## src/rtl/pw_pkg.sv

```systemverilog
// Shared types for the page table walker.
// Assumes a 64-bit virtual address and 64-bit entry words on the read port.
package pw_pkg;
    localparam int VA_W    = 64;
    localparam int ENTRY_W = 64;
    localparam int LVL_W   = 3;
    localparam int IDX_W   = 9;
    localparam int PAGE_SH = 12;

    typedef enum logic [1:0] {
        PM_FLAT = 2'd0,
        PM_W32  = 2'd1,
        PM_X3   = 2'd2,
        PM_LONG = 2'd3
    } pw_mode_e;

    typedef enum logic [1:0] {
        SZ_4K = 2'd0,
        SZ_2M = 2'd1,
        SZ_4M = 2'd2,
        SZ_1G = 2'd3
    } pw_size_e;

    typedef enum logic [1:0] {
        ST_IDLE = 2'd0,
        ST_REQ  = 2'd1,
        ST_RSP  = 2'd2,
        ST_DONE = 2'd3
    } pw_state_e;
endpackage

```

## src/rtl/pw_entry_addr.sv

```systemverilog
// Entry address generator: forms the byte address of the entry for the
// current level from the table base and the virtual address, then applies
// the A20 mask. Purely combinational. Assumes base is already aligned.
module pw_entry_addr
    import pw_pkg::*;
#(
    parameter int PA_W = 52
) (
    input  pw_mode_e             mode,
    input  logic [LVL_W-1:0]     lvl,
    input  logic [PA_W-1:0]      base,
    input  logic [VA_W-1:0]      va,
    input  logic [PA_W-1:0]      a20,
    output logic [PA_W-1:0]      addr
);
    localparam logic [VA_W-1:0] IDX_MASK = VA_W'((1 << IDX_W) - 1);

    logic [PA_W-1:0] off;
    int unsigned     sh;

    // Select the index field and entry scale for the mode and level.
    always_comb begin
        sh  = PAGE_SH + IDX_W * int'(lvl);
        off = '0;
        if (mode == PM_W32) begin
            off = (lvl != '0) ? PA_W'({va[31:22], 2'b00})
                              : PA_W'({va[21:12], 2'b00});
        end else if (mode == PM_X3 && lvl == LVL_W'(2)) begin
            off = PA_W'({va[31:30], 3'b000});
        end else begin
            off = PA_W'((va >> sh) & IDX_MASK) << 3;
        end
        addr = (base + off) & a20;
    end
endmodule

```

## src/rtl/pw_entry_decode.sv

```systemverilog
// Entry decoder: interprets a fetched entry for the current mode and level,
// flags present and leaf, and builds the next table base or the final
// physical address. Purely combinational. Page-size flag is bit 7.
module pw_entry_decode
    import pw_pkg::*;
#(
    parameter int PA_W = 52
) (
    input  pw_mode_e             mode,
    input  logic [LVL_W-1:0]     lvl,
    input  logic [ENTRY_W-1:0]   entry,
    input  logic [VA_W-1:0]      va,
    input  logic                 pse,
    output logic                 present,
    output logic                 leaf,
    output pw_size_e             size,
    output logic [PA_W-1:0]      next_base,
    output logic [PA_W-1:0]      pa
);
    logic [31:0]     e32;
    logic [PA_W-1:0] frame;
    logic [PA_W-1:0] mask;
    logic            ps;

    // Decide leaf/size and frame, then merge the page offset.
    always_comb begin
        e32     = entry[31:0];
        ps      = entry[7];
        present = entry[0];
        leaf    = 1'b0;
        size    = SZ_4K;
        if (mode == PM_W32) begin
            frame = PA_W'({e32[31:12], 12'h000});
            if (lvl == '0) begin
                leaf = 1'b1;
            end else if (ps && pse) begin
                leaf  = 1'b1;
                size  = SZ_4M;
                frame = PA_W'({e32[20:13], e32[31:22], 22'h0});
            end
        end else begin
            frame = {entry[PA_W-1:PAGE_SH], {PAGE_SH{1'b0}}};
            if (lvl == '0) begin
                leaf = 1'b1;
            end else if (lvl == LVL_W'(1) && ps) begin
                leaf = 1'b1;
                size = SZ_2M;
            end else if (lvl == LVL_W'(2) && ps && mode == PM_LONG) begin
                leaf = 1'b1;
                size = SZ_1G;
            end
        end
        case (size)
            SZ_2M:   mask = PA_W'(32'h001f_ffff);
            SZ_4M:   mask = PA_W'(32'h003f_ffff);
            SZ_1G:   mask = PA_W'(32'h3fff_ffff);
            default: mask = PA_W'(32'h0000_0fff);
        endcase
        next_base = frame;
        pa        = (frame & ~mask) | (va[PA_W-1:0] & mask);
    end
endmodule

```

## src/rtl/page_walker.sv

```systemverilog
// Page table walker top: takes one translation request while idle, resolves
// flat and non-canonical cases at once, otherwise walks the tables with one
// outstanding 64-bit read at a time, and pulses walk_done with the result.
// Assumes the memory returns exactly one mem_rsp_valid per accepted read.
module page_walker
    import pw_pkg::*;
#(
    parameter int PA_W = 52
) (
    input  logic                 clk,
    input  logic                 rst_n,
    input  logic                 req_valid,
    output logic                 req_ready,
    input  logic [VA_W-1:0]      req_va,
    input  logic [PA_W-1:0]      req_tbl_base,
    input  logic                 req_paging,
    input  logic                 req_ext,
    input  logic                 req_long,
    input  logic                 req_five,
    input  logic                 req_pse,
    input  logic [PA_W-1:0]      req_a20,
    output logic                 mem_req_valid,
    input  logic                 mem_req_ready,
    output logic [PA_W-1:0]      mem_req_addr,
    input  logic                 mem_rsp_valid,
    input  logic [ENTRY_W-1:0]   mem_rsp_data,
    output logic                 walk_done,
    output logic                 walk_fault,
    output logic [PA_W-1:0]      walk_pa,
    output logic [1:0]           walk_size
);
    localparam logic [PA_W-1:0] ALIGN_4K  = ~PA_W'(32'hfff);
    localparam logic [PA_W-1:0] ALIGN_32B = ~PA_W'(32'h1f);

    pw_state_e        st;
    pw_mode_e         mode_q, mode_in;
    logic [LVL_W-1:0] lvl_q, lvl_in;
    logic [PA_W-1:0]  base_q, base_in;
    logic [VA_W-1:0]  va_q;
    logic [PA_W-1:0]  a20_q;
    logic             pse_q;
    logic             canon_ok;

    logic             d_present, d_leaf;
    pw_size_e         d_size;
    logic [PA_W-1:0]  d_next, d_pa;

    // Classify an incoming request: mode, start level, start base, canonicity.
    always_comb begin
        if (!req_paging)   mode_in = PM_FLAT;
        else if (req_long) mode_in = PM_LONG;
        else if (req_ext)  mode_in = PM_X3;
        else               mode_in = PM_W32;
        case (mode_in)
            PM_LONG: lvl_in = req_five ? LVL_W'(4) : LVL_W'(3);
            PM_X3:   lvl_in = LVL_W'(2);
            default: lvl_in = LVL_W'(1);
        endcase
        base_in = req_tbl_base & ((mode_in == PM_X3) ? ALIGN_32B : ALIGN_4K);
        if (req_five) canon_ok = (&req_va[63:56]) || !(|req_va[63:56]);
        else          canon_ok = (&req_va[63:47]) || !(|req_va[63:47]);
    end

    pw_entry_addr #(.PA_W(PA_W)) u_addr (
        .mode (mode_q),
        .lvl  (lvl_q),
        .base (base_q),
        .va   (va_q),
        .a20  (a20_q),
        .addr (mem_req_addr)
    );

    pw_entry_decode #(.PA_W(PA_W)) u_dec (
        .mode      (mode_q),
        .lvl       (lvl_q),
        .entry     (mem_rsp_data),
        .va        (va_q),
        .pse       (pse_q),
        .present   (d_present),
        .leaf      (d_leaf),
        .size      (d_size),
        .next_base (d_next),
        .pa        (d_pa)
    );

    // Walk sequencer and result registers.
    always_ff @(posedge clk) begin
        if (!rst_n) begin
            st         <= ST_IDLE;
            mode_q     <= PM_FLAT;
            lvl_q      <= '0;
            base_q     <= '0;
            va_q       <= '0;
            a20_q      <= '0;
            pse_q      <= 1'b0;
            walk_fault <= 1'b0;
            walk_pa    <= '0;
            walk_size  <= SZ_4K;
        end else begin
            case (st)
                ST_IDLE: begin
                    if (req_valid) begin
                        mode_q     <= mode_in;
                        lvl_q      <= lvl_in;
                        base_q     <= base_in;
                        va_q       <= req_va;
                        a20_q      <= req_a20;
                        pse_q      <= req_pse;
                        walk_fault <= 1'b0;
                        walk_pa    <= '0;
                        walk_size  <= SZ_4K;
                        if (mode_in == PM_FLAT) begin
                            walk_pa <= req_va[PA_W-1:0] & req_a20;
                            st      <= ST_DONE;
                        end else if (mode_in == PM_LONG && !canon_ok) begin
                            walk_fault <= 1'b1;
                            st         <= ST_DONE;
                        end else begin
                            st <= ST_REQ;
                        end
                    end
                end
                ST_REQ: begin
                    if (mem_req_ready) st <= ST_RSP;
                end
                ST_RSP: begin
                    if (mem_rsp_valid) begin
                        if (!d_present) begin
                            walk_fault <= 1'b1;
                            st         <= ST_DONE;
                        end else if (d_leaf) begin
                            walk_pa   <= d_pa;
                            walk_size <= d_size;
                            st        <= ST_DONE;
                        end else begin
                            base_q <= d_next;
                            lvl_q  <= lvl_q - LVL_W'(1);
                            st     <= ST_REQ;
                        end
                    end
                end
                default: st <= ST_IDLE;
            endcase
        end
    end

    // Handshake outputs decoded from the state.
    always_comb begin
        req_ready     = (st == ST_IDLE);
        mem_req_valid = (st == ST_REQ);
        walk_done     = (st == ST_DONE);
    end
endmodule

```

## config.mk

```make
export PLATFORM = sky130hd
export DESIGN_NAME = page_walker
export DESIGN_NICKNAME = d
export VERILOG_FILES = /design/src/rtl/pw_pkg.sv /design/src/rtl/pw_entry_addr.sv /design/src/rtl/pw_entry_decode.sv /design/src/rtl/page_walker.sv
export SDC_FILE = /design/constraint.sdc
export NUM_CORES = 1
export LEC_CHECK = 0
export BUFFER_PORTS_ARGS = -buffer_cell sky130_fd_sc_hd__buf_4
export CAP_MARGIN = 20
export CORE_MARGIN = 1.5
export CORE_UTILIZATION = 54
export CTS_CLUSTER_SIZE = 28
export DETAILED_ROUTE_END_ITERATION = 8
export GPL_ROUTABILITY_DRIVEN = 0
export PLACE_DENSITY = 0.79
export SLEW_MARGIN = 10
export SYNTH_ARGS = -nofsm -noshare
export SYNTH_HDL_FRONTEND = slang
export SYNTH_HIERARCHICAL = 1
export SYNTH_SLANG_ARGS = --single-unit
```

## constraint.sdc

```tcl
create_clock -name clk -period 5.3 [get_ports clk]
set_clock_uncertainty 0.2 [all_clocks]
set_input_delay 0.53 -clock clk [delete_from_list [all_inputs] [get_ports clk]]
set_output_delay 0.53 -clock clk [all_outputs]
set_load 0.05 [all_outputs]
```

# Word level (Yosys, flattened, before mapping)

Cells that the tools add are included.

Mux-type cells: 61
Reduce and logical (&&, ||, !) cells: 25
Multipliers: 1
Shift operators: 1
Add/sub/neg operators: 3
Bitwise gates (word level): 7
Equality and inequality tests: 20

Operators by type and width:

| kind                    | number |
|---|---|
| $mux W52                | 12 |
| $and A52 B52 Y52        | 4 |
| $pmux W52 S2            | 2 |
| $pmux W30 S3            | 1 |
| $shr A64 B32 Y9         | 1 |
| $add A52 B52 Y52        | 1 |
| $and A52 B30 Y52        | 1 |
| $not A30 Y52            | 1 |
| $or A52 B52 Y52         | 1 |
| $mux W2                 | 20 |
| $mux W40                | 1 |
| $mux W12                | 3 |
| $add A5 B32 Y32 const A | 1 |
| $reduce_and A17 Y1      | 1 |
| $reduce_or A17 Y1       | 1 |
| $eq A2 B2 Y1 const B    | 8 |
| $mux W3                 | 5 |
| $mux W1                 | 12 |
| $ne A2 B2 Y1 const B    | 6 |
| $pmux W3 S2             | 2 |
| $reduce_and A5 Y1       | 2 |
| $reduce_and A8 Y1       | 1 |
| $reduce_or A8 Y1        | 1 |
| $mul A4 B3 Y7 const A   | 1 |
| other kinds (18)        | 29 |

Logic and storage cells: 128
Input port bits: 242
Output and inout bits: 110
Flip-flop bits (word level): 231

# Depth between registers and ports, before layout

Depth after elaboration: 16
Mapped depth: 15
Mapped depth without buffers: 11

# Hierarchy

Netlist, hierarchy kept.

By module, submodules not included:

| module          | times used | sequential area each (sq um) | cells an instance | area an instance (sq um) |
|---|---|---|---|---|
| page_walker     | 1          | 4,624.4                      | 1,170             | 9,858.2 |
| pw_entry_addr   | 1          | 0.0                          | 358               | 2,506.2 |
| pw_entry_decode | 1          | 0.0                          | 128               | 1,006.0 |

# Least setup slack after synthesis

OpenSTA, ideal clock, no wires.

Path type: register to output
From: register lvl_q[0]
To: output mem_req_addr[39]
Data arrival time: 4.403 ns
Required time: 4.570 ns
Cell stages (with the launch flop): 13
Setup slack: 0.167 ns
Buffers on the path: 4
Path through: dfxtp_1 -> buf_2 -> buf_2 -> mux2_2 -> a22oi_1 -> o22ai_1 -> ha_1 -> and2_1 -> and4_1 -> a221oi_2 -> buf_2 -> buf_4 -> o41ai_1

Longest elaborated chain between the ends: 7
Elaborated cells between the ends (all ways): 11
Those cells by class: 2 x add/sub; 1 x mul; 1 x eq/ne; 1 x shift; 3 x mux; 1 x bitwise; 2 x reduce/logical

Ends and longest elaborated chain:

| what                   | RTL line            | source |
|---|---|---|
| from (decl)            | page_walker.sv:37   | `logic [LVL_W-1:0] lvl_q, lvl_in;` |
| from (signal assigned) | page_walker.sv:104  | `lvl_q <= lvl_in;` |
| from (signal assigned) | page_walker.sv:137  | `lvl_q <= lvl_q - LVL_W'(1);` |
| $mul A4 B3 Y7          | pw_entry_addr.sv:23 | `sh = PAGE_SH + IDX_W * int'(lvl);` |
| $add A5 B32 Y32        | pw_entry_addr.sv:23 |  |
| $shr A64 B32 Y9        | pw_entry_addr.sv:31 | `off = PA_W'((va >> sh) & IDX_MASK) << 3;` |
| $mux W12               | pw_entry_addr.sv:28 | `end else if (mode == PM_X3 && lvl == LVL_W'(2)) begin` |
| $mux W52 (*)           | pw_entry_addr.sv:25 | `if (mode == PM_W32) begin` |
| $add A52 B52 Y52 (*)   | pw_entry_addr.sv:33 | `addr = (base + off) & a20;` |
| $and A52 B52 Y52 (*)   | pw_entry_addr.sv:33 |  |
| to (decl)              | page_walker.sv:24   | `output logic [PA_W-1:0] mem_req_addr,` |

Every way passes the cells marked *; elsewhere a longest branch is shown, timed or not.

# Worst setup path after layout

From: register lvl_q[0]
To: output mem_req_addr[15]

Same word-level chain as after synthesis.

==> results summary <==
The flow ran to the end, and the final reports show no timing, DRC or antenna violations. The I/O pin total is 352. Walking the worst path, the cells encountered are buf_4 -> mux4_2 -> a22oi_1 -> o22ai_1 -> ha_1 -> and2_1 -> and4_1 -> a221oi_4 -> buf_6 -> o21ai_1 -> a21boi_1 -> buf_4.

The layout net count came out at 2110. The internal power is 3.64 mW. The met2 wire length came out at 20900 um. The ratio of cells with drive above 1 in the final layout came out at 0.238. The port buffer count came out at 324.

Leaving out fill and tap cells, the most frequent cell in the layout is sky130_fd_sc_hd__nand2_1. The number of global-route vias before repair is 12500. The number of buffers created by CTS came out at 26. The proportion of power drawn by the clock network is 0.323.

The post-synthesis cell type count came out at 80. In the layout the commonest cells are sky130_fd_sc_hd__nand2_1 (428), sky130_fd_sc_hd__buf_4 (340), sky130_fd_sc_hd__dfxtp_1 (230). The area enclosed by the die boundary came out at 25700 um^2. Among all flip-flop cells after synthesis, the most frequent one is sky130_fd_sc_hd__dfxtp_1. The nature of the critical path endpoint is an output port.

The max-slew headroom at the worst pin is 0.223. The number of hold-slack violations in the final timing report is 0. The final sum of negative setup slack is 0 ns. The path class of the tightest hold or removal check is input pin to flip-flop.

The share of synthesized area occupied by flip-flops and latches came out at 0.346. Among cell families on the critical path, the largest total delay comes from compound AO/OA/AOI/OAI gates. The total via count in the routed design came out at 13400. Clock latency on the worst-skew pair, taken at its later pin, is 0.53 ns. Setup slack closes at 0.227 ns. The number of pins exceeding their max-slew limit in the final report came out at 0. The net switching fraction of the power is 0.352. For this design, the sink count on the clock tree is 231. The static leakage power came out at 7.31 nW. The share of flip-flops with an asynchronous set or reset is 0. In this run the register-to-register setup slack is 1.65 ns.

The cell area after layout is 16300 um^2. The register bit count reported by yosys came out at 231. The vertical die dimension came out at 160 um. The cell that appears most often on the critical path is sky130_fd_sc_hd__buf_4.

The number of placed instances with taps included is 2151. Dividing the detail-routed wire length by the instance count gives 20.6 um. The TritonCTS clock tree is built.

The data required time at the worst endpoint came out at 4.57 ns. The initial antenna violation count came out at 3. The highest signal layer in the routed design is met5. The number of endpoints failing setup at the final stage came out at 0. The peak ir drop on the vdd network came out at 261 uV.

The yosys synthesis warning count came out at 6. Setup repair after global routing left no endpoint under its margin. The total track usage is 0.338. The buffer levels on the longest clock path came out at 3. In this run the worst path has a maximum fanout of 40. The part of the total power dissipated in sequential elements came out at 0.381. The detail-routed via count per cell came out at 6.09.

The detailed-placement wirelength estimate came out at 32100 um. The critical path arrival came out at 4.34 ns. The wire length on met3 is 4280 um.

The detailed router put a total of 18200 um of wire on met1. In the routed design, unresolved DRC markers number 0. Once detail routing completed, the nets flagged for antenna violations numbered 0. The core region is 24300 um^2. The slowest stage of the critical path belongs to the cell sky130_fd_sc_hd__dfxtp_1.

The number of DRC markers in iteration 0 came out at 1426. The hold slack is 0.0546 ns. The analysis attributes to net switching a power of 1.98 mW. Counting I/O delays and the setup requirement, the final critical path takes 5.07 ns. The setup path with the least slack is of type flip-flop to output port. Together, buffers and inverters on the worst path number 3. The total wire length came out at 45400 um. In this run, synthesis inferred 0 flip-flops with an integrated enable. The worst setup path is launched from a flip-flop. After clock tree synthesis, the clock-pin slew on the worst setup and hold paths is 0.06 ns. The first global-routing pass estimated 69100 um of wire.

In this run the clock root is driven by a sky130_fd_sc_hd__clkbuf_16. The aggregate global routing overflow is 0. The number of core rows is 57. The synthesized cell area came out at 13400 um^2. The number of hold buffers added after CTS was 0. Dividing the final minimum period by the clock period gives 0.957. Derived from the worst setup path, the maximum achievable clock frequency is 0.197 GHz.

The die width is 160 um. The actual slew at the worst max-slew pin came out at 1.16 ns. The max-cap violation count came out at 0.

The finished layout holds 2200 standard cells, fillers aside. Relative to the synthesized area, the layout overhead comes to 22.3%. The length of the first detailed-routing pass in iterations came out at 7. Dividing the synthesized area by the synthesized cell count gives 8.07 um^2. After technology mapping, the gate count stands at 1656.

The number of levels in the clock H-tree came out at 1. The worst setup slack before clock tree synthesis came out at 0.672 ns. The largest net degree at the start of global routing is 100. The post-route total power is 5.62 mW. The total power density per cell area is 344 nW/um^2. The final core utilization is 0.672.

The total placed instance area came out at 15400 um^2. On the worst path, the slowest cell contributes a delay of 0.52 ns. For this configuration, the core starts out at a cell density of 0.550. The proportion of power drawn by combinational gates is 0.296.
==> registers in the layout, summed over array words and instances, names as in the netlist <==
name        flops
a20_q          52
base_q         52
lvl_q           3
mode_q          2
pse_q           1
st              2
va_q           64
walk_fault      1
walk_pa        52
walk_size       2
==> routing by layer <==
metal	global-route usage	vias up
li1	-	6206
met1	0.440	6318
met2	0.551	735
met3	0.0591	143
met4	0.150	2
met5	0	-
==> what timing repair did <==
action                     CTS  global route
setup buffers                0             0
setup endpoints to repair    0            40
gates resized for setup      0             7
==> cell families (layout without fill, tap and decap cells) <==
family,Yosys count,count (layout),share of synthesized area
compound gates,420,420,0.246
xor+xnor,4,4,0.00262
fa+ha+maj,13,13,0.0127
buf+inv,194,401,0.0819
flops,231,231,0.346
mux,64,64,0.0550
other cells,1,14,0.000280
simple gates,729,729,0.256
==> worst reg2reg max path, delay by kind of cell, from the launching register on <==
| family | cells | cell delay (ns) |
|---|---|---|
| simple gates | 3 | 1.38 |
| compound gates | 3 | 1.11 |
| flops | 1 | 0.46 |
| buf+inv | 1 | 0.38 |
==> power by group through the flow <==
stage	combinational (mW)	sequential (mW)	clock, mW
2_1_floorplan	0.977	2.31	0
5_1_grt	1.78	2.17	1.90
3_3_place_gp	1.60	2.16	0
6_report	1.66	2.14	1.81
4_1_cts	1.64	2.13	1.82
3_5_place_dp	1.63	2.17	0
==> Yosys cell counts, drive strengths merged (3+ instances only) <==
cell    number  area [um^2]
nand2      429         1610
dfxtp      231         4620
a21boi     143         1070
buf        135          873
nand3      123          633
o211a       92          921
o211ai      58          440
clkbuf      50          188
a21oi       38          205
mux2i       36          360
nand2b      33          214
mux2        23          263
o21ai       23          115
and2        22          138
nor2b       20          128
nand4       19          125
nor2        19         76.3
ha          12          150
nor3        10         66.3
or3         10         62.6
and3         9         56.3
inv          9         33.8
o22ai        9         56.3
a221oi       8         76.3
a22o         8         70.1
nor3b        8         60.1
or4          8         60.1
o21a         7         52.6
o31ai        6         45.0
mux4         5          113
a211oi       4         30.0
a21o         4         30.0
and4         4         37.5
a22oi        3         22.5
nand3b       3         22.5
nor4         3         40.0
o311ai       3         26.3
o41ai        3         26.3
xor2         3         26.3
==> layout make-up <==
cell class	instances	area [um^2]
fillers	2084	7970
multi-input cells	1242	7770
flip-flops and latches	231	4630
repair buffers	345	2640
clock buffers	41	838
well taps	324	405
inverters	9	33.8
clock inverters	6	32.5
diodes	2	5.00
==> worst paths after layout <==
kind / depth (start not counted) / start / endpoint
worst max-delay path: 12 / lvl_q[0] / mem_req_addr[15]
worst min-delay path: 3 / req_a20[21] / a20_q[21]
worst max register to register: 7 / mode_q[1] / base_q[44]
worst min register to register: 2 / a20_q[27] / a20_q[27]
No activity file was read; power rests on OpenSTA's default activity.
